==> src/rtl/scsi_regfront_pkg.sv <==
// Shared constants and types for the SCSI register front end.
// Assumes a fixed map of sixteen byte registers; the index positions
// below are decoded by software and by the sequencer, so they are fixed.
package scsi_regfront_pkg;

    localparam int REG_CNT = 16;
    localparam int IDX_W   = 4;

    typedef logic [IDX_W-1:0] reg_idx_t;

    // register indices (read side / write side share an index)
    localparam reg_idx_t IX_CNT_LO  = 4'h0;
    localparam reg_idx_t IX_CNT_MID = 4'h1;
    localparam reg_idx_t IX_FIFO    = 4'h2;
    localparam reg_idx_t IX_CMD     = 4'h3;
    localparam reg_idx_t IX_STAT    = 4'h4;  // read: status, write: target
    localparam reg_idx_t IX_INTR    = 4'h5;
    localparam reg_idx_t IX_STEP    = 4'h6;
    localparam reg_idx_t IX_CFG1    = 4'h8;
    localparam reg_idx_t IX_CFG2    = 4'hB;
    localparam reg_idx_t IX_CNT_HI  = 4'hE;

    // status bits
    localparam int ST_CZERO = 4;
    localparam logic [7:0] ST_ACK_CLR = 8'hE0; // interrupt, gross, parity

    // interrupt-cause values
    localparam logic [7:0] IC_BUSRST = 8'h80;
    localparam logic [7:0] IC_DISC   = 8'h20;
    localparam logic [7:0] IC_FDONE  = 8'h08;

    // configuration-1 bit that hides the bus-reset interrupt
    localparam int CFG1_QUIET = 6;

    // command byte
    localparam int CMD_DMA_BIT = 7;
    localparam logic [6:0] OP_NOP     = 7'h00;
    localparam logic [6:0] OP_FLUSH   = 7'h01;
    localparam logic [6:0] OP_CHIPRST = 7'h02;
    localparam logic [6:0] OP_BUSRST  = 7'h03;
    localparam logic [6:0] OP_CMPLT   = 7'h11;
    localparam logic [6:0] OP_MSGOK   = 7'h12;
    localparam logic [6:0] OP_ATN     = 7'h1A;
    localparam logic [6:0] OP_SEL     = 7'h42;
    localparam logic [6:0] OP_SELSTOP = 7'h43;
    localparam logic [6:0] OP_ENSEL   = 7'h44;

    typedef enum logic [1:0] {
        SQ_CMPLT   = 2'd0,
        SQ_SEL     = 2'd1,
        SQ_SELSTOP = 2'd2
    } seq_kind_e;

    typedef struct packed {
        logic      flush;
        logic      chip_rst;
        logic      bus_rst;
        logic      msg_ok;
        logic      start;
        seq_kind_e kind;
        logic      reload;
    } cmd_act_t;

endpackage

==> src/rtl/scsi_cmd_decode.sv <==
// Command decoder: turns a command byte into a set of action strobes.
// Assumes cmd_valid is high only for a write to the command register.
// Purely combinational; codes without an action yield all-zero strobes.
module scsi_cmd_decode
    import scsi_regfront_pkg::*;
(
    input  logic       cmd_valid,
    input  logic [7:0] cmd_byte,
    output cmd_act_t   act
);

    // map the low seven bits to one action, bit 7 to the count reload
    always_comb begin
        act        = '0;
        act.kind   = SQ_CMPLT;
        if (cmd_valid) begin
            act.reload = cmd_byte[CMD_DMA_BIT];
            case (cmd_byte[6:0])
                OP_FLUSH:   act.flush    = 1'b1;
                OP_CHIPRST: act.chip_rst = 1'b1;
                OP_BUSRST:  act.bus_rst  = 1'b1;
                OP_MSGOK:   act.msg_ok   = 1'b1;
                OP_CMPLT: begin
                    act.start = 1'b1;
                    act.kind  = SQ_CMPLT;
                end
                OP_SEL: begin
                    act.start = 1'b1;
                    act.kind  = SQ_SEL;
                end
                OP_SELSTOP: begin
                    act.start = 1'b1;
                    act.kind  = SQ_SELSTOP;
                end
                default: ; // no-op, attention, enable-selection, unknown
            endcase
        end
    end

endmodule

==> src/rtl/scsi_irq_ctl.sv <==
// Level interrupt holder for the host line.
// Assumes synchronous active-low reset. Priority: clear, then raise,
// then lower, so a new cause is never lost to a same-cycle acknowledge.
module scsi_irq_ctl (
    input  logic clk,
    input  logic rst_n,
    input  logic clear,
    input  logic raise,
    input  logic lower,
    output logic irq
);

    // hold the line until acknowledged or the chip is reset
    always_ff @(posedge clk) begin
        if (!rst_n || clear) irq <= 1'b0;
        else if (raise)      irq <= 1'b1;
        else if (lower)      irq <= 1'b0;
    end

endmodule

==> src/rtl/scsi_regfront.sv <==
// Register front end of a SCSI initiator: split read/write banks,
// command decode, interrupt line and a start hook for the sequencer.
// Assumes at most one host access per cycle and ADDR_W >= 6; address
// bits [1:0] and above bit 5 are ignored.
module scsi_regfront
    import scsi_regfront_pkg::*;
#(
    parameter int         ADDR_W    = 6,
    parameter logic [7:0] CHIP_ID   = 8'h04,
    parameter logic [7:0] CFG2_KEEP = 8'h15
) (
    input  logic              clk,
    input  logic              rst_n,
    input  logic [ADDR_W-1:0] bus_addr,
    input  logic              wr_en,
    input  logic [7:0]        wr_data,
    input  logic              rd_en,
    output logic [7:0]        rd_data,
    input  logic              evt_valid,
    input  logic [7:0]        evt_status,
    input  logic [7:0]        evt_intr,
    input  logic [7:0]        evt_step,
    output logic              irq_o,
    output logic              seq_go_o,
    output logic [1:0]        seq_kind_o,
    output logic [2:0]        seq_target_o
);

    localparam int IDX_LSB = 2;
    localparam int IDX_MSB = IDX_LSB + IDX_W - 1;

    reg_idx_t   idx;
    logic [7:0] rbank [REG_CNT];
    logic [7:0] wbank [REG_CNT];
    logic [7:0] rnext [REG_CNT];
    logic [7:0] wnext [REG_CNT];
    cmd_act_t   act;
    logic       rd_ack;
    logic       unused_addr;

    assign idx    = bus_addr[IDX_MSB:IDX_LSB];
    assign rd_ack = rd_en && (idx == IX_INTR);

    // fold the ignored address bits so they are visibly consumed
    generate
        if (ADDR_W > IDX_MSB + 1) begin : g_hi
            assign unused_addr = ^{bus_addr[ADDR_W-1:IDX_MSB+1], bus_addr[IDX_LSB-1:0]};
        end else begin : g_lo
            assign unused_addr = ^bus_addr[IDX_LSB-1:0];
        end
    endgenerate

    scsi_cmd_decode u_dec (
        .cmd_valid (wr_en && (idx == IX_CMD)),
        .cmd_byte  (wr_data),
        .act       (act)
    );

    scsi_irq_ctl u_irq (
        .clk   (clk),
        .rst_n (rst_n),
        .clear (act.chip_rst),
        .raise (evt_valid || (act.bus_rst && !wbank[IX_CFG1][CFG1_QUIET])),
        .lower (rd_ack),
        .irq   (irq_o)
    );

    // next bank state: sequencer report first, then the host access
    always_comb begin
        rnext = rbank;
        wnext = wbank;
        if (evt_valid) begin
            rnext[IX_STAT] = evt_status;
            rnext[IX_INTR] = evt_intr;
            rnext[IX_STEP] = evt_step;
        end
        if (rd_ack) rnext[IX_STAT] = rnext[IX_STAT] & ~ST_ACK_CLR;
        if (wr_en) begin
            wnext[idx] = wr_data;
            if (idx == IX_FIFO) rnext[IX_STAT][ST_CZERO] = 1'b0;
            if (idx == IX_CFG2)
                rnext[idx] = wr_data & CFG2_KEEP;
            else if (idx >= IX_CFG1)
                rnext[idx] = wr_data;
            if (idx == IX_CMD) begin
                rnext[IX_CMD] = wr_data;
                if (act.reload) begin
                    rnext[IX_CNT_LO]  = wbank[IX_CNT_LO];
                    rnext[IX_CNT_MID] = wbank[IX_CNT_MID];
                end
                if (act.flush) begin
                    rnext[IX_INTR] = IC_FDONE;
                    rnext[IX_STEP] = 8'h00;
                end
                if (act.bus_rst) rnext[IX_INTR] = IC_BUSRST;
                if (act.msg_ok) begin
                    rnext[IX_INTR] = IC_DISC;
                    rnext[IX_STEP] = 8'h00;
                end
            end
        end
    end

    // bank registers; reset and chip-reset command share one path
    always_ff @(posedge clk) begin
        if (!rst_n || act.chip_rst) begin
            for (int i = 0; i < REG_CNT; i++) begin
                rbank[i] <= (reg_idx_t'(i) == IX_CNT_HI) ? CHIP_ID : 8'h00;
                wbank[i] <= 8'h00;
            end
        end else begin
            rbank <= rnext;
            wbank <= wnext;
        end
    end

    // start hook, registered so it is a clean one-cycle pulse
    always_ff @(posedge clk) begin
        if (!rst_n) begin
            seq_go_o     <= 1'b0;
            seq_kind_o   <= 2'd0;
            seq_target_o <= 3'd0;
        end else begin
            seq_go_o     <= act.start;
            seq_kind_o   <= act.kind;
            seq_target_o <= wbank[IX_STAT][2:0];
        end
    end

    assign rd_data = rbank[idx];

endmodule

==> config.mk <==
export PLATFORM = sky130hd
export DESIGN_NAME = scsi_regfront
export DESIGN_NICKNAME = d
export VERILOG_FILES = /design/src/rtl/scsi_regfront_pkg.sv /design/src/rtl/scsi_cmd_decode.sv /design/src/rtl/scsi_irq_ctl.sv /design/src/rtl/scsi_regfront.sv
export SDC_FILE = /design/constraint.sdc
export NUM_CORES = 1
export LEC_CHECK = 0
export ABC_AREA = 1
export BUFFER_PORTS_ARGS = -buffer_cell sky130_fd_sc_hd__clkbuf_2
export CORE_AREA = 2 2 129 131
export CTS_CLUSTER_SIZE = 10
export DETAILED_ROUTE_END_ITERATION = 10
export DIE_AREA = 0 0 131 133
export PLACE_DENSITY = 0.61
export RECOVER_POWER = 50
export SKIP_CTS_REPAIR_TIMING = 1
export SYNTH_ARGS = -nofsm -noshare
export SYNTH_HDL_FRONTEND = slang
export SYNTH_SLANG_ARGS = --single-unit
export TNS_END_PERCENT = 5
==> constraint.sdc <==
create_clock -name clk -period 2.4 [get_ports clk]
set_input_delay 0 -clock clk [delete_from_list [all_inputs] [get_ports clk]]
set_output_delay 0 -clock clk [all_outputs]
set_load 0.05 [all_outputs]
# ---- After elaboration in Yosys (flattened, before gate mapping)
# Index checks and enable logic that the tools add are counted.
dict set report word_totals {
  ff_bits 263
  in_bits 43
}
dict set report op_classes {
  order_cmp 3
  eq_ne 11
  n_mux 30
  n_bitwise 1
  reduce_logical 14
}
# op n
set op_table {}
lappend op_table {{bitwise mux 128 bit} 3}
lappend op_table {{2-to-1 mux 128 bit} 2}
lappend op_table {{2-to-1 mux 96 bit} 1}
lappend op_table {{2-to-1 mux 16 bit} 5}
lappend op_table {{2-to-1 mux 8 bit} 7}
lappend op_table {{binary-select mux 8 bit (select 4 bit)} 1}
lappend op_table {{demux 8 bit (select 4 bit)} 1}
lappend op_table {{2-to-1 mux 24 bit} 1}
lappend op_table {{equality test 7 x 2 -> 1 bit (second input constant)} 2}
lappend op_table {{equality test 7 x 5 -> 1 bit (second input constant)} 2}
lappend op_table {{equality test 7 bit (second input constant)} 2}
lappend op_table {{case mux 3 bit (3 select lines)} 1}
lappend op_table {{equality test 4 x 2 -> 1 bit (second input constant)} 2}
lappend op_table {{2-to-1 mux 1 bit} 8}
lappend op_table {{equality test 7 x 1 -> 1 bit (second input constant)} 1}
lappend op_table {{AND reduction 2 bit} 3}
lappend op_table {{>= comparator 5 bit (second input constant)} 1}
lappend op_table {{< comparator 5 x 1 -> 1 bit (second input constant)} 1}
lappend op_table {{inverter 4 -> 5 bit} 1}
lappend op_table {{equality test 4 x 3 -> 1 bit (second input constant)} 1}
lappend op_table {{equality test 4 bit (second input constant)} 1}
lappend op_table {{>= comparator 4 bit (second input constant)} 1}
lappend op_table {{logical AND 1 bit} 4}
lappend op_table {{nonzero test 2 bit} 2}
lappend op_table {{other kinds (3)} 5}

# ---- Depth between registers and ports, before layout
# Gate-level depths: netlist of the first run.
dict set report logic_depth {
  ltp_word 13
  ltp_mapped 12
  depth_no_buf 9
}

# ---- Cells and area by module
# Synthesis of the first run repeated with hierarchy kept, for this count alone.
dict set report unflattened {
  cells_unflattened 1123
  area_unflattened_um2 7143.1
}
# mod n_inst cells_per_inst area_per_inst_um2 seq_area_each_um2
set by_module_without_submodules {}
lappend by_module_without_submodules {scsi_regfront 1 1087 6960.4 3083.0}
lappend by_module_without_submodules {scsi_cmd_decode 1 29 135.1 0.0}
lappend by_module_without_submodules {scsi_irq_ctl 1 7 47.5 20.0}

# ---- Worst setup path before layout of the first run
# Ideal clock, no wire load.
dict set report synth_timing {
  path_kind {input-to-output}
  from {in bus_addr[2]}
  to {out rd_data[2]}
  t_arrival_ns 1.237
  required_time_ns 2.400
  path_slack_ns 1.163
  cell_stages 12
  n_path_buf 3
  cell_sequence {buf_4 -> inv_2 -> buf_2 -> buf_2 -> nand2_1 -> o21ai_0 -> nand2_1 -> nand2_1 -> nand2_1 -> nand2_1 -> inv_1 -> nand2_1}
}
dict set report synth_via {
  elab_chain_len 4
}
# item line_no
set synth_lines {}
lappend synth_lines {{start: declaration} scsi_regfront.sv:14} ;# input logic [ADDR_W-1:0] bus_addr,
lappend synth_lines {{inverter 4 -> 5 bit (implied by the code)} scsi_regfront.sv:130} ;# assign rd_data = rbank[idx];
lappend synth_lines {{binary-select mux 8 bit (select 4 bit)} scsi_regfront.sv:130}
lappend synth_lines {{2-to-1 mux 8 bit (implied by the code) (2 in a row)} scsi_regfront.sv:130}
lappend synth_lines {{end: declaration} scsi_regfront.sv:18} ;# output logic [7:0] rd_data,
# No other way between the ends. The select of a mux whose other input is x is not followed.

# ---- Worst setup path after layout of the first run
dict set report layout_timing {
  from {in wr_data[4]}
  to {reg rbank[77] in the netlist's numbering}
}
dict set report layout_via {
  elab_chain_len 7
  elab_cells_between_ends 12
}
# item line_no
set layout_lines {}
lappend layout_lines {{start: declaration} scsi_regfront.sv:16} ;# input logic [7:0] wr_data,
lappend layout_lines {{equality test 7 x 1 -> 1 bit} scsi_cmd_decode.sv:18} ;# case (cmd_byte[6:0])
lappend layout_lines {{2-to-1 mux 1 bit} scsi_cmd_decode.sv:18}
lappend layout_lines {{2-to-1 mux 8 bit *} scsi_cmd_decode.sv:16} ;# if (cmd_valid) begin
lappend layout_lines {{2-to-1 mux 16 bit} scsi_regfront.sv:91} ;# if (act.flush) begin
lappend layout_lines {{2-to-1 mux 16 bit} scsi_regfront.sv:96} ;# if (act.msg_ok) begin
lappend layout_lines {{2-to-1 mux 16 bit} scsi_regfront.sv:85} ;# if (idx == IX_CMD) begin
lappend layout_lines {{2-to-1 mux 96 bit} scsi_regfront.sv:78} ;# if (wr_en) begin
lappend layout_lines {{end signal: indexed assignment} scsi_regfront.sv:108} ;# rbank[i] <= (reg_idx_t'(i) == IX_CNT_HI) ? CHIP_ID : 8'h00;
lappend layout_lines {{end signal: assignment} scsi_regfront.sv:112} ;# rbank <= rnext;
lappend layout_lines {{end: declaration} scsi_regfront.sv:33} ;# logic [7:0] rbank [REG_CNT];
# Every way passes the cells marked *; elsewhere a longest branch is shown, timed or not.
# A chain may end at the register's enable or synchronous reset.

==> impl_metrics.csv, run 1 <==
group,metric,value,unit
yosys,syn_inst,1035,
placed_design,io_buffers,55,
power_and_ir_drop,power.density,718,mW/mm²
clock_network,clock_tree.buffer_depth,2,
yosys,synth_top_area_frac,0.440,
timing,fin_crit_sh,0.854,
setup_path,required,2.77,ns
yosys,yosys-top-cells-count,"345 x nand2_1, 155 x dfxtp_1, 112 x nor2_1",
setup_path,reg2reg_from,"rbank[87]$_SDFF_PP0_",
setup_path,crit_buf_inv,4,
worst_hold_path,holdPathEnd,"rbank[86]$_SDFF_PP0_",
cells_and_area,antenna_cells,0,
setup_path,criticalPathCategory,"input port to register",
yosys,syn_nets,1078,
timing,holdWs,-0.0635,ns
clock_network,cts_tree,"yes",
clock_network,clock_latency,0.43,ns
setup_path,startpoint_type,"input port",
setup_path,critPathMaxStageDelay,0.52,ns
yosys,ys_ff_latch,155,
yosys,ys_seq_area_frac,0.440,
setup_path,reg2reg_to,"rbank[87]$_SDFF_PP0_",
setup_path,path_delay_family,"buffers and inverters",
floorplanning,io_pins,58,
setup_path,slowest_stage,"dlygate4sd3_1",
clock_network,cts_sinks,155,
timing,clock.fmax,488,MHz
worst_hold_path,hp-class,"input port to register",
yosys,yosys-top-cells-area,"dfxtp_1 44%, nand2_1 18%, a21oi_1 7.2%, nor2_1 6.0%, nand3_1 4.4%",
cells_and_area,multi_input_area,0.00329,mm²
global_route,gr-total-overflow,0,
power_and_ir_drop,vdd_drop_max,0.579,mV
global_route,grt_pass1_wl,30.9,mm
floorplanning,rows,47,
drt,first_pass_iters,5,
worst_hold_path,hp-start,"evt_intr[6]",
timing,slew_headroom,0.542,
clock_network,cts_buffers,17,
drt,drt-initial-drc-count,592,
floorplanning,die_x,131,µm
setup_path,crit_chain,"dlygate4sd3_1, clkbuf_1, inv_1, nand2_1, nor2_1, nand3_1, nand2_4, inv_1, nand2_2, nor2_1",
drt,avgRoutedWirePerCell,14.9,µm
drt,vias_per_cell,4.92,
global_route,track_usage,0.232,
yosys,synth_edf_count,0,
drt,drc,0,
floorplanning,initial_utilization,0.436,
timing,rsz0062_at_grt,"false",
global_route,grt_antenna_before_repair,0,
clock_network,htreeDepth,4,
setup_path,cp.arrival,2.42,ns
run_status,status,"finished with violations",
drt,antenna_left,0,
floorplanning,die-height,133,µm
yosys,async_flop_share,0,
setup_path,ff2ff_path_depth,6,
yosys,synth_top_cell_by_area,"dfxtp_1",
cells_and_area,drive_gt1_frac,0.121,
cells_and_area,regArea,0.00310,mm²
setup_path,cp_max_fo,9,
power_and_ir_drop,cellLeakagePower,3.43,nW
yosys,avgSynthCellArea,6.81,µm²
global_route,grt_pass1_vias,5857,
placed_design,dp_hpwl,12.9,mm
floorplanning,core,0.0162,mm²
timing,worstMarginPinSlew,0.686,ns
yosys,synth_cell_type_count,23,
clock_network,cts_root_buf,"clkbuf_16",
timing,period_minus_slack,2.05,ns
yosys,yosysWarnings,0,
yosys,ys.flop_type,"dfxtp_1",
timing,hold_viol,9,
clock_network,clk_pin_slew,0.06,ns
setup_path,cp-end-kind,"register",
yosys,syn_area,0.00705,mm²
run_status,failed_checks,"hold timing",
placed_design,gp_congestion,0.828,
timing,fin_tns_setup,0,ns
timing,finClkSkew,0.00413,ns
yosys,yosys.cell_count.top_type,"nand2_1",
drt,totalWireLength,19.8,mm
timing,final-setup-viol-count,0,
cells_and_area,num-fill-cells,1654,
cells_and_area,fin_nets,1137,
worst_hold_path,min_delay_path_depth,5,
floorplanning,die_area,0.0174,mm²
job,maxCapViolations,0,
cells_and_area,syn_to_final_growth,17.4,%
setup_path,regToRegSetupSlack,1.58,ns
timing,slew_violations,0,
global_route,grt_max_degree,77,
drt,vias,6523,
per-layer routing:
metal / global-route usage / vias up / share of wire
met1: 0.318 / 2964 / 0.47
met3: 0.0514 / 27 / 0.052
met4: 0.0774 / 0 / 0.020
li1: - / 3385 / -
met2: 0.360 / 147 / 0.45
met5: 0 / - / 0
registers in the layout (all words and copies together), names as in the netlist:
signal	cells
rbank	128
seq_go_o	1
seq_kind_o	2
seq_target_o	3
u_irq.irq	1
wbank	20
layout make-up:
| class | count | share of cell area |
|---|---|---|
| multi-input combinational | 735 | 0.397 |
| clock buffer | 22 | 0.0573 |
| tap | 220 | 0.0333 |
| timing repair buffer | 99 | 0.0813 |
| sequential | 155 | 0.375 |
| clock inverter | 10 | 0.0169 |
| inverter | 86 | 0.0390 |
cell usage in the layout (no fill, tap or decap), types with 3 or more instances in the layout:
cell type	Yosys	layout
clkbuf_16	0	17
mux2i_1	13	13
a21oi_2	10	8
clkbuf_8	0	3
a21oi_1	102	104
inv_2	11	9
clkinvlp_4	0	3
nand4_1	6	6
nand2_1	345	345
buf_4	2	21
o21ai_0	58	58
nand2_2	5	4
inv_1	75	77
clkbuf_2	0	47
dfxtp_1	155	155
nor3_1	9	9
clkbuf_1	19	10
bufinv_16	0	3
nor2_1	112	112
nor2_4	7	7
nand3_1	62	62
dlygate4sd3_1	0	21
cell families (layout without fill, tap and decap cells):
logic type / count (synthesis) / after routing / synth area share
simple gates: 551 / 551 / 0.321
buf+inv: 145 / 217 / 0.0933
compound gates: 171 / 171 / 0.127
mux: 13 / 13 / 0.0185
flops: 155 / 155 / 0.440
through the flow:
stage          power [mW]  setup WS, ns  std cells  utilization  instance area, µm²
4_1_cts              5.94         0.622       1306        0.500                8080
3_5_place_dp         3.15         0.536       1274        0.462                7470
2_1_floorplan        3.00          1.16       1035            -                7050
6_report             5.94         0.350       1327        0.512                8280
3_3_place_gp         3.15         0.517       1274        0.462                7470
5_1_grt              6.15         0.242       1327        0.512                8280
worst max-delay path by stage:
stage                                        from                       to  cells past startpoint
after floorplan                       bus_addr[2]               rd_data[2]                     12
after global routing                   wr_data[4]     rbank[78]$_SDFF_PP0_                     10
after CTS                 rbank[121]$_SDFFE_PP0P_               rd_data[1]                      7
final                                  wr_data[4]     rbank[77]$_SDFF_PP0_                     10
after global placement                bus_addr[3]  rbank[122]$_SDFFE_PP0P_                      6
after detailed placement              bus_addr[3]  rbank[122]$_SDFFE_PP0P_                      6
where the power goes:
| part | internal [mW] | leakage, nW | switching, mW | total [mW] |
|---|---|---|---|---|
| Clock | 1.72 | 0.292 | 1.10 | 2.82 |
| Sequential | 2.62 | 1.26 | 0.0202 | 2.64 |
| Combinational | 0.148 | 1.89 | 0.334 | 0.482 |
| Total | 4.49 | 3.43 | 1.45 | 5.94 |
tightest hold or removal path, stage by stage:
cell and delay (ns):
clkbuf_2 0.08, nor2_1 0.09, nor2_1 0.05, nand3_1 0.07
nor3_1 0.04
No activity file was read; power rests on OpenSTA's default activity.
==> run 2, diff against run 1 <==
--- a/config.mk
+++ b/config.mk
@@ -11,10 +11,12 @@
 export CTS_CLUSTER_SIZE = 10
 export DETAILED_ROUTE_END_ITERATION = 10
 export DIE_AREA = 0 0 131 133
+export HOLD_SLACK_MARGIN = 0.02
 export PLACE_DENSITY = 0.61
 export RECOVER_POWER = 50
 export SKIP_CTS_REPAIR_TIMING = 1
 export SYNTH_ARGS = -nofsm -noshare
 export SYNTH_HDL_FRONTEND = slang
+export SYNTH_HIERARCHICAL = 1
 export SYNTH_SLANG_ARGS = --single-unit
 export TNS_END_PERCENT = 5
==> run 2 against run 1 <==
Compared with the run above:
- the run now ends clean
- highest routed layer unchanged
- worst hold slack improved by 0.065 ns
- flip-flop and latch count unchanged
- global-route usage increased by 0.74 points
- cell count up 7.0%
- largest cell class unchanged
- clock skew barely moved
- clock-buffer cell count shrank 5
- critical path depth grew 2
- die area stayed put
- sequential share of layout area shrank 1.3 points
- via count up 4.2%
==> impl_metrics.csv, run 2 <==
group,metric,value,unit
run_status,status,"finished, final reports clean",
timing,worstMarginPinSlew,1.02,ns
floorplanning,die_area,0.0174,mm²
yosys,synth_cell_type_count,27,
drt,vias_per_cell,4.79,
timing,fin_tns_setup,0,ns
yosys,ys_ff_latch,155,
global_route,grt_pass1_vias,6103,
yosys,yosysWarnings,6,
yosys,synth_edf_count,0,
floorplanning,rows,47,
yosys,yosys.cell_count.top_type,"nand2_1",
worst_hold_path,hp-class,"input port to register",
job,maxCapViolations,0,
drt,wl_met1,9.86,mm
floorplanning,die_x,131,µm
cells_and_area,largest_reg_flops,128,
floorplanning,initial_utilization,0.442,
timing,slew_violations,0,
yosys,ys_seq_area_frac,0.434,
power_and_ir_drop,cellLeakagePower,4.22,nW
cells_and_area,fin_nets,1232,
drt,top_layer,"met4",
cells_and_area,top_regs,"rbank: 128 flops, wbank: 20 flops, seq_target_o: 3 flops",
global_route,track_usage,0.239,
placed_design,gp_congestion,0.870,
drt,wl_met3,743,µm
cells_and_area,fin_area,0.00858,mm²
cells_and_area,antenna_cells,0,
floorplanning,core,0.0162,mm²
timing,hold_viol,0,
global_route,grt_max_degree,57,
clock_network,clk_pin_slew,0.06,ns
power_and_ir_drop,power.density,695,mW/mm²
cells_and_area,num-fill-cells,1658,
yosys,yosys-top-cells-count,"454 x nand2_1, 169 x nor2_1, 155 x dfxtp_1",
clock_network,cts_root_buf,"clkbuf_16",
drt,first_pass_iters,6,
clock_network,cts_tree,"yes",
global_route,gr-total-overflow,0,
cells_and_area,top_register,"rbank",
yosys,async_flop_share,0,
placed_design,dp_hpwl,13.5,mm
yosys,syn_inst,1123,
yosys,yosys-top-cells-area,"dfxtp_1 43%, nand2_1 24%, nor2_1 8.9%, inv_1 5.4%, o21ai_0 4.9%",
drt,avgRoutedWirePerCell,14.4,µm
clock_network,cts_buffers,17,
timing,holdWs,0.00181,ns
timing,rsz0062_at_grt,"false",
timing,final-setup-viol-count,0,
timing,finClkSkew,0.00369,ns
drt,totalWireLength,20.5,mm
timing,fin_crit_sh,0.878,
clock_network,clock_tree.buffer_depth,2,
setup_path,required,2.40,ns
clock_network,clock_latency,0.43,ns
global_route,grt_pass1_wl,32.0,mm
yosys,avgSynthCellArea,6.36,µm²
drt,met2_length,9.54,mm
placed_design,io_buffers,55,
global_route,grt_antenna_before_repair,0,
drt,antenna_left,0,
clock_network,htreeDepth,4,
drt,drc,0,
yosys,synth_top_area_frac,0.434,
setup_path,startpoint_type,"input port",
setup_path,cp.arrival,2.11,ns
power_and_ir_drop,vdd_drop_max,0.517,mV
yosys,synth_top_cell_by_area,"dfxtp_1",
timing,slew_headroom,0.318,
setup_path,cp_max_fo,43,
setup_path,cp-end-kind,"primary output",
cells_and_area,syn_to_final_growth,20.1,%
yosys,ys.flop_type,"dfxtp_1",
drt,drt-initial-drc-count,524,
drt,vias,6795,
floorplanning,die-height,133,µm
placed_design,post_dp_cell_area,0.00774,mm²
timing,clock.fmax,474,MHz
clock_network,cts_sinks,155,
timing,period_minus_slack,2.11,ns
setup_path,criticalPathCategory,"input port to primary output",
cells_and_area,final_cell_mix,"454 x nand2_1, 171 x nor2_1, 155 x dfxtp_1, 103 x inv_1, 70 x o21ai_0",
yosys,syn_area,0.00714,mm²
yosys,syn_nets,1166,
cells_and_area,drive_gt1_frac,0.0942,
cells_and_area,layout_commonest_cell,"nand2_1",
floorplanning,io_pins,58,
-- run 2: cell type report --
type / count / area (µm²) / share of cell area
multi-input combinational: 807 / 3380 / 0.395
clock inverter: 13 / 178 / 0.0207
inverter: 106 / 398 / 0.0464
clock buffer: 17 / 425 / 0.0496
sequential: 155 / 3100 / 0.362
tap: 220 / 275 / 0.0321
timing repair buffer: 102 / 813 / 0.0948
-- run 2: critical path, cell delays in order --
cell and delay, ns:
clkbuf_1 0.20, inv_1 0.17, clkbuf_2 0.80, nand2_1 0.19, nand2_1 0.11, nand2_1 0.05
nand2_1 0.09, nand2_1 0.09, nand2_1 0.09, inv_1 0.04, nand2_1 0.12, buf_12 0.15
-- run 2: power breakdown --
part | internal [mW] | switching [mW]
Combinational | 0.171 | 0.342
Clock | 1.72 | 1.08
Sequential | 2.63 | 0.0267
-- run 2: stage by stage --
stage | total power, mW | cells | utilization | setup WS [ns]
floorplan | 3.00 | 1123 | - | 0.673
global placement | 3.19 | 1363 | 0.479 | 0.602
detailed placement | 3.19 | 1363 | 0.479 | 0.574
CTS | 5.97 | 1393 | 0.516 | 0.819
global route | 6.17 | 1420 | 0.530 | 0.185
finish | 5.96 | 1420 | 0.530 | 0.292
-- run 2: cells by family (layout without fill, tap and decap cells) --
family / count (synthesis) / after routing / share of synthesized area
buffers and inverters: 161 / 238 / 0.0911
multiplexers: 14 / 14 / 0.0196
AND/OR/NAND/NOR: 669 / 669 / 0.367
flip-flops: 155 / 155 / 0.434
AO/OA/AOI/OAI: 124 / 124 / 0.0876
-- run 2: final timing paths --
| check | start | end | slack, ns | cells past startpoint |
|---|---|---|---|---|
| setup reg to reg | wbank[62]$_SDFFE_PP0P_ | u_irq/irq$_SDFFE_PP0P_ | 1.60 | 3 |
| hold reg to reg | wbank[88]$_SDFFE_PP0P_ | seq_target_o[0]$_SDFF_PN0_ | 0.42 | 2 |
| hold / removal | rd_en | rbank[93]$_SDFF_PP0_ | 0.002 | 4 |
| setup / recovery | bus_addr[2] | rd_data[1] | 0.29 | 12 |
-- run 2: layer usage --
layer	vias to the layer above	GRT usage
met5	-	0
met2	129	0.381
met3	20	0.0408
li1	3550	-
met1	3096	0.331
met4	0	0.0733
==> run 3, diff against run 2 <==
--- a/config.mk
+++ b/config.mk
@@ -5,12 +5,11 @@
 export SDC_FILE = /design/constraint.sdc
 export NUM_CORES = 1
 export LEC_CHECK = 0
-export ABC_AREA = 1
 export BUFFER_PORTS_ARGS = -buffer_cell sky130_fd_sc_hd__clkbuf_2
-export CORE_AREA = 2 2 129 131
+export CORE_AREA = 2 2 128 130
 export CTS_CLUSTER_SIZE = 10
 export DETAILED_ROUTE_END_ITERATION = 10
-export DIE_AREA = 0 0 131 133
+export DIE_AREA = 0 0 130 132
 export HOLD_SLACK_MARGIN = 0.02
 export PLACE_DENSITY = 0.61
 export RECOVER_POWER = 50
==> run 3 against run 2 <==
Compared with the run above:
- the flow now finishes with violations (hold timing)
- combinational power up 7.0%
- routed wire length about the same
- synthesized area down 2.0%
- setup slack got worse by 0.095 ns
- worst hold slack got worse by 0.0078 ns
- final area fell by 3.5%
- die area fell by 1.5%
- via count down 10%
- sequential power about the same
- flip-flop and latch count is the same
==> impl_metrics.csv, run 3 <==
group,metric,value,unit
drt,antenna_left,0,
worst_hold_path,hp-class,"input port to register",
yosys,synth_cell_type_count,50,
power_and_ir_drop,pwr-share-clk,0.461,
floorplanning,die-height,132,µm
setup_path,criticalPathCategory,"input port to register",
cells_and_area,top_register,"rbank",
setup_path,ff2ff_path_depth,3,
power_and_ir_drop,swShare,0.241,
setup_path,reg2reg_from,"rbank[87]$_SDFF_PP0_",
timing,clock.fmax,454,MHz
placed_design,post_dp_cell_area,0.00745,mm²
yosys,yosysWarnings,6,
global_route,grt_antenna_before_repair,0,
placed_design,gp_congestion,0.831,
global_route,grt_pass1_vias,5850,
timing,period_minus_slack,2.20,ns
timing,rsz0062_at_grt,"false",
setup_path,path_delay_family,"simple AND/OR/NAND/NOR gates",
worst_hold_path,holdPathEnd,"rbank[83]$_SDFF_PP0_",
setup_path,reg2reg_to,"rbank[87]$_SDFF_PP0_",
timing,hold_viol,2,
cells_and_area,fin_nets,827,
drt,drc,0,
yosys,avgSynthCellArea,9.47,µm²
timing,fin_tns_setup,0,ns
cells_and_area,top_regs,"rbank: 128 flops, wbank: 20 flops, seq_target_o: 3 flops",
power_and_ir_drop,vdd_drop_max,0.493,mV
yosys,async_flop_share,0,
yosys,ys_ff_latch,155,
timing,finClkSkew,0.00505,ns
yosys,synth_top_area_frac,0.443,
setup_path,crit_chain,"clkbuf_1, nand3b_2, nor2_1, or3b_1, nor3_2, nand2b_1, a21oi_1, and2_1",
yosys,synth_top_cell_by_area,"dfxtp_1",
timing,slew_violations,0,
cells_and_area,multi_input_area,0.00348,mm²
yosys,syn_area,0.00700,mm²
cells_and_area,final_cell_mix,"155 x dfxtp_1, 105 x a21oi_1, 90 x nand3_1, 84 x o21ai_0, 46 x clkbuf_2",
floorplanning,io_pins,58,
setup_path,cp-end-kind,"register",
clock_network,clk_pin_slew,0.06,ns
drt,first_pass_iters,7,
power_and_ir_drop,p_comb_frac,0.093,
cells_and_area,layout_commonest_cell,"dfxtp_1",
cells_and_area,num-fill-cells,1383,
floorplanning,rows,46,
timing,fin_crit_sh,0.918,
worst_hold_path,hp-start,"wr_data[1]",
timing,slew_headroom,0.215,
job,maxCapViolations,0,
setup_path,slowest_stage,"nand2b_1",
global_route,track_usage,0.235,
setup_path,required,2.71,ns
drt,avgRoutedWirePerCell,20.2,µm
yosys,syn_nets,782,
timing,final-setup-viol-count,0,
setup_path,regToRegSetupSlack,1.53,ns
yosys,synth_edf_count,0,
setup_path,cp_max_fo,11,
floorplanning,die_area,0.0172,mm²
timing,worstMarginPinSlew,1.18,ns
placed_design,io_buffers,55,
cells_and_area,fin_area,0.00827,mm²
cells_and_area,regArea,0.00310,mm²
cells_and_area,final_core_util,0.527,
global_route,gr-total-overflow,0,
global_route,grt_pass1_wl,31.2,mm
yosys,yosys.cell_count.top_type,"dfxtp_1",
worst_hold_path,min_delay_path_depth,4,
drt,vias,6112,
yosys,ys.flop_type,"dfxtp_1",
power_and_ir_drop,p_seq_frac,0.446,
power_and_ir_drop,cellLeakagePower,2.98,nW
floorplanning,die_x,130,µm
setup_path,startpoint_type,"input port",
drt,drt-initial-drc-count,577,
clock_network,cts_tree,"yes",
timing,holdWs,-0.00599,ns
placed_design,dp.cells,956,
run_status,failed_checks,"hold timing",
cells_and_area,drive_gt1_frac,0.178,
cells_and_area,fin_cells,1013,
floorplanning,initial_utilization,0.446,
clock_network,clock_latency,0.42,ns
yosys,syn_inst,739,
clock_network,cts_buffers,17,
clock_network,cts_sinks,155,
global_route,grt_max_degree,43,
run_status,status,"finished with violations",
drt,vias_per_cell,6.03,
yosys,yosys-top-cells-area,"dfxtp_1 44%, a21oi_1 7.5%, mux4_2 7.1%, nand3_1 6.4%, o21ai_0 6.0%",
yosys,yosys-top-cells-count,"155 x dfxtp_1, 105 x a21oi_1, 90 x nand3_1",
setup_path,cp.arrival,2.52,ns
drt,totalWireLength,20.5,mm
clock_network,htreeDepth,4,
placed_design,dp_hpwl,12.6,mm
power_and_ir_drop,power.density,714,mW/mm²
cells_and_area,largest_reg_flops,128,
setup_path,crit_buf_inv,1,
yosys,ys_seq_area_frac,0.443,
setup_path,critPathMaxStageDelay,0.62,ns
floorplanning,core,0.0157,mm²
power_and_ir_drop,p_sw,1.42,mW
power_and_ir_drop,internal_power,4.49,mW
cells_and_area,syn_to_final_growth,18.2,%
clock_network,clock_tree.buffer_depth,2,
cells_and_area,antenna_cells,0,
clock_network,cts_root_buf,"clkbuf_16",
-- run 3: changes by cell type after synthesis, sizes merged, moves of 25 or more --
cell	change
inv	-101
a21oi	+52
mux4	+32
and2	+30
nor2	-152
nand3	+66
nand2	-446
clkbuf	+25
-- run 3: worst max path at each step --
stage / startpoint / endpoint / slack [ns] / cells past startpoint
floorplan: bus_addr[4] / rbank[88]$_SDFF_PP0_ / 0.21 / 10
global placement: wr_en / rbank[81]$_SDFF_PP0_ / 0.22 / 8
detailed placement: wr_en / rbank[80]$_SDFF_PP0_ / 0.15 / 8
CTS: rbank[115]$_SDFFE_PP0P_ / rd_data[3] / 0.40 / 4
global route: wr_en / rbank[33]$_SDFFE_PP0P_ / 0.09 / 8
finish: wr_en / rbank[38]$_SDFFE_PP0P_ / 0.20 / 8
-- run 3: metal layers --
metal  part of all wire  vias to the layer above  global-route usage
met2               0.48                      285               0.373
met5                  0                        -                   0
li1                   -                     2811                   -
met1               0.43                     2979               0.311
met3              0.072                       37              0.0491
met4              0.019                        0              0.0980
-- run 3: worst register-to-register path, stage by stage (launching register included) --
cell     delay (ns)
dfxtp_1        0.31
mux2_2         0.25
o31ai_1        0.07
a21oi_1        0.10
-- run 3: final cells by class --
class,instances,area share
Tap cell,216,0.0327
Clock buffer,24,0.0606
Clock inverter,8,0.0132
Sequential cell,155,0.375
Multi-Input combinational cell,496,0.420
Inverter,4,0.00181
Timing Repair Buffer,110,0.0965
-- run 3: logic make-up after synthesis --
kind of cell	after synthesis	share of synthesized area
AO/OA/AOI/OAI	234	0.186
buffers and inverters	88	0.0590
flip-flops	155	0.443
multiplexers	56	0.143
AND/OR/NAND/NOR	206	0.169
-- run 3: per-stage QoR --
| step | setup WS, ns | total power, mW | hold slack (ns) |
|---|---|---|---|
| floorplan | 0.209 | 3.02 | 0.122 |
| global placement | 0.224 | 3.19 | 0.239 |
| detailed placement | 0.154 | 3.20 | 0.248 |
| CTS | 0.401 | 5.90 | -0.189 |
| global route | 0.0898 | 6.10 | 0.0195 |
| finish | 0.197 | 5.91 | -0.00599 |
-- run 3: power groups by stage --
stage | sequential, mW | clock (mW) | combinational (mW)
4_1_cts | 2.64 | 2.75 | 0.513
5_1_grt | 2.64 | 2.88 | 0.583
6_report | 2.64 | 2.72 | 0.549
2_1_floorplan | 2.69 | 0 | 0.330
3_3_place_gp | 2.69 | 0 | 0.502
3_5_place_dp | 2.69 | 0 | 0.510
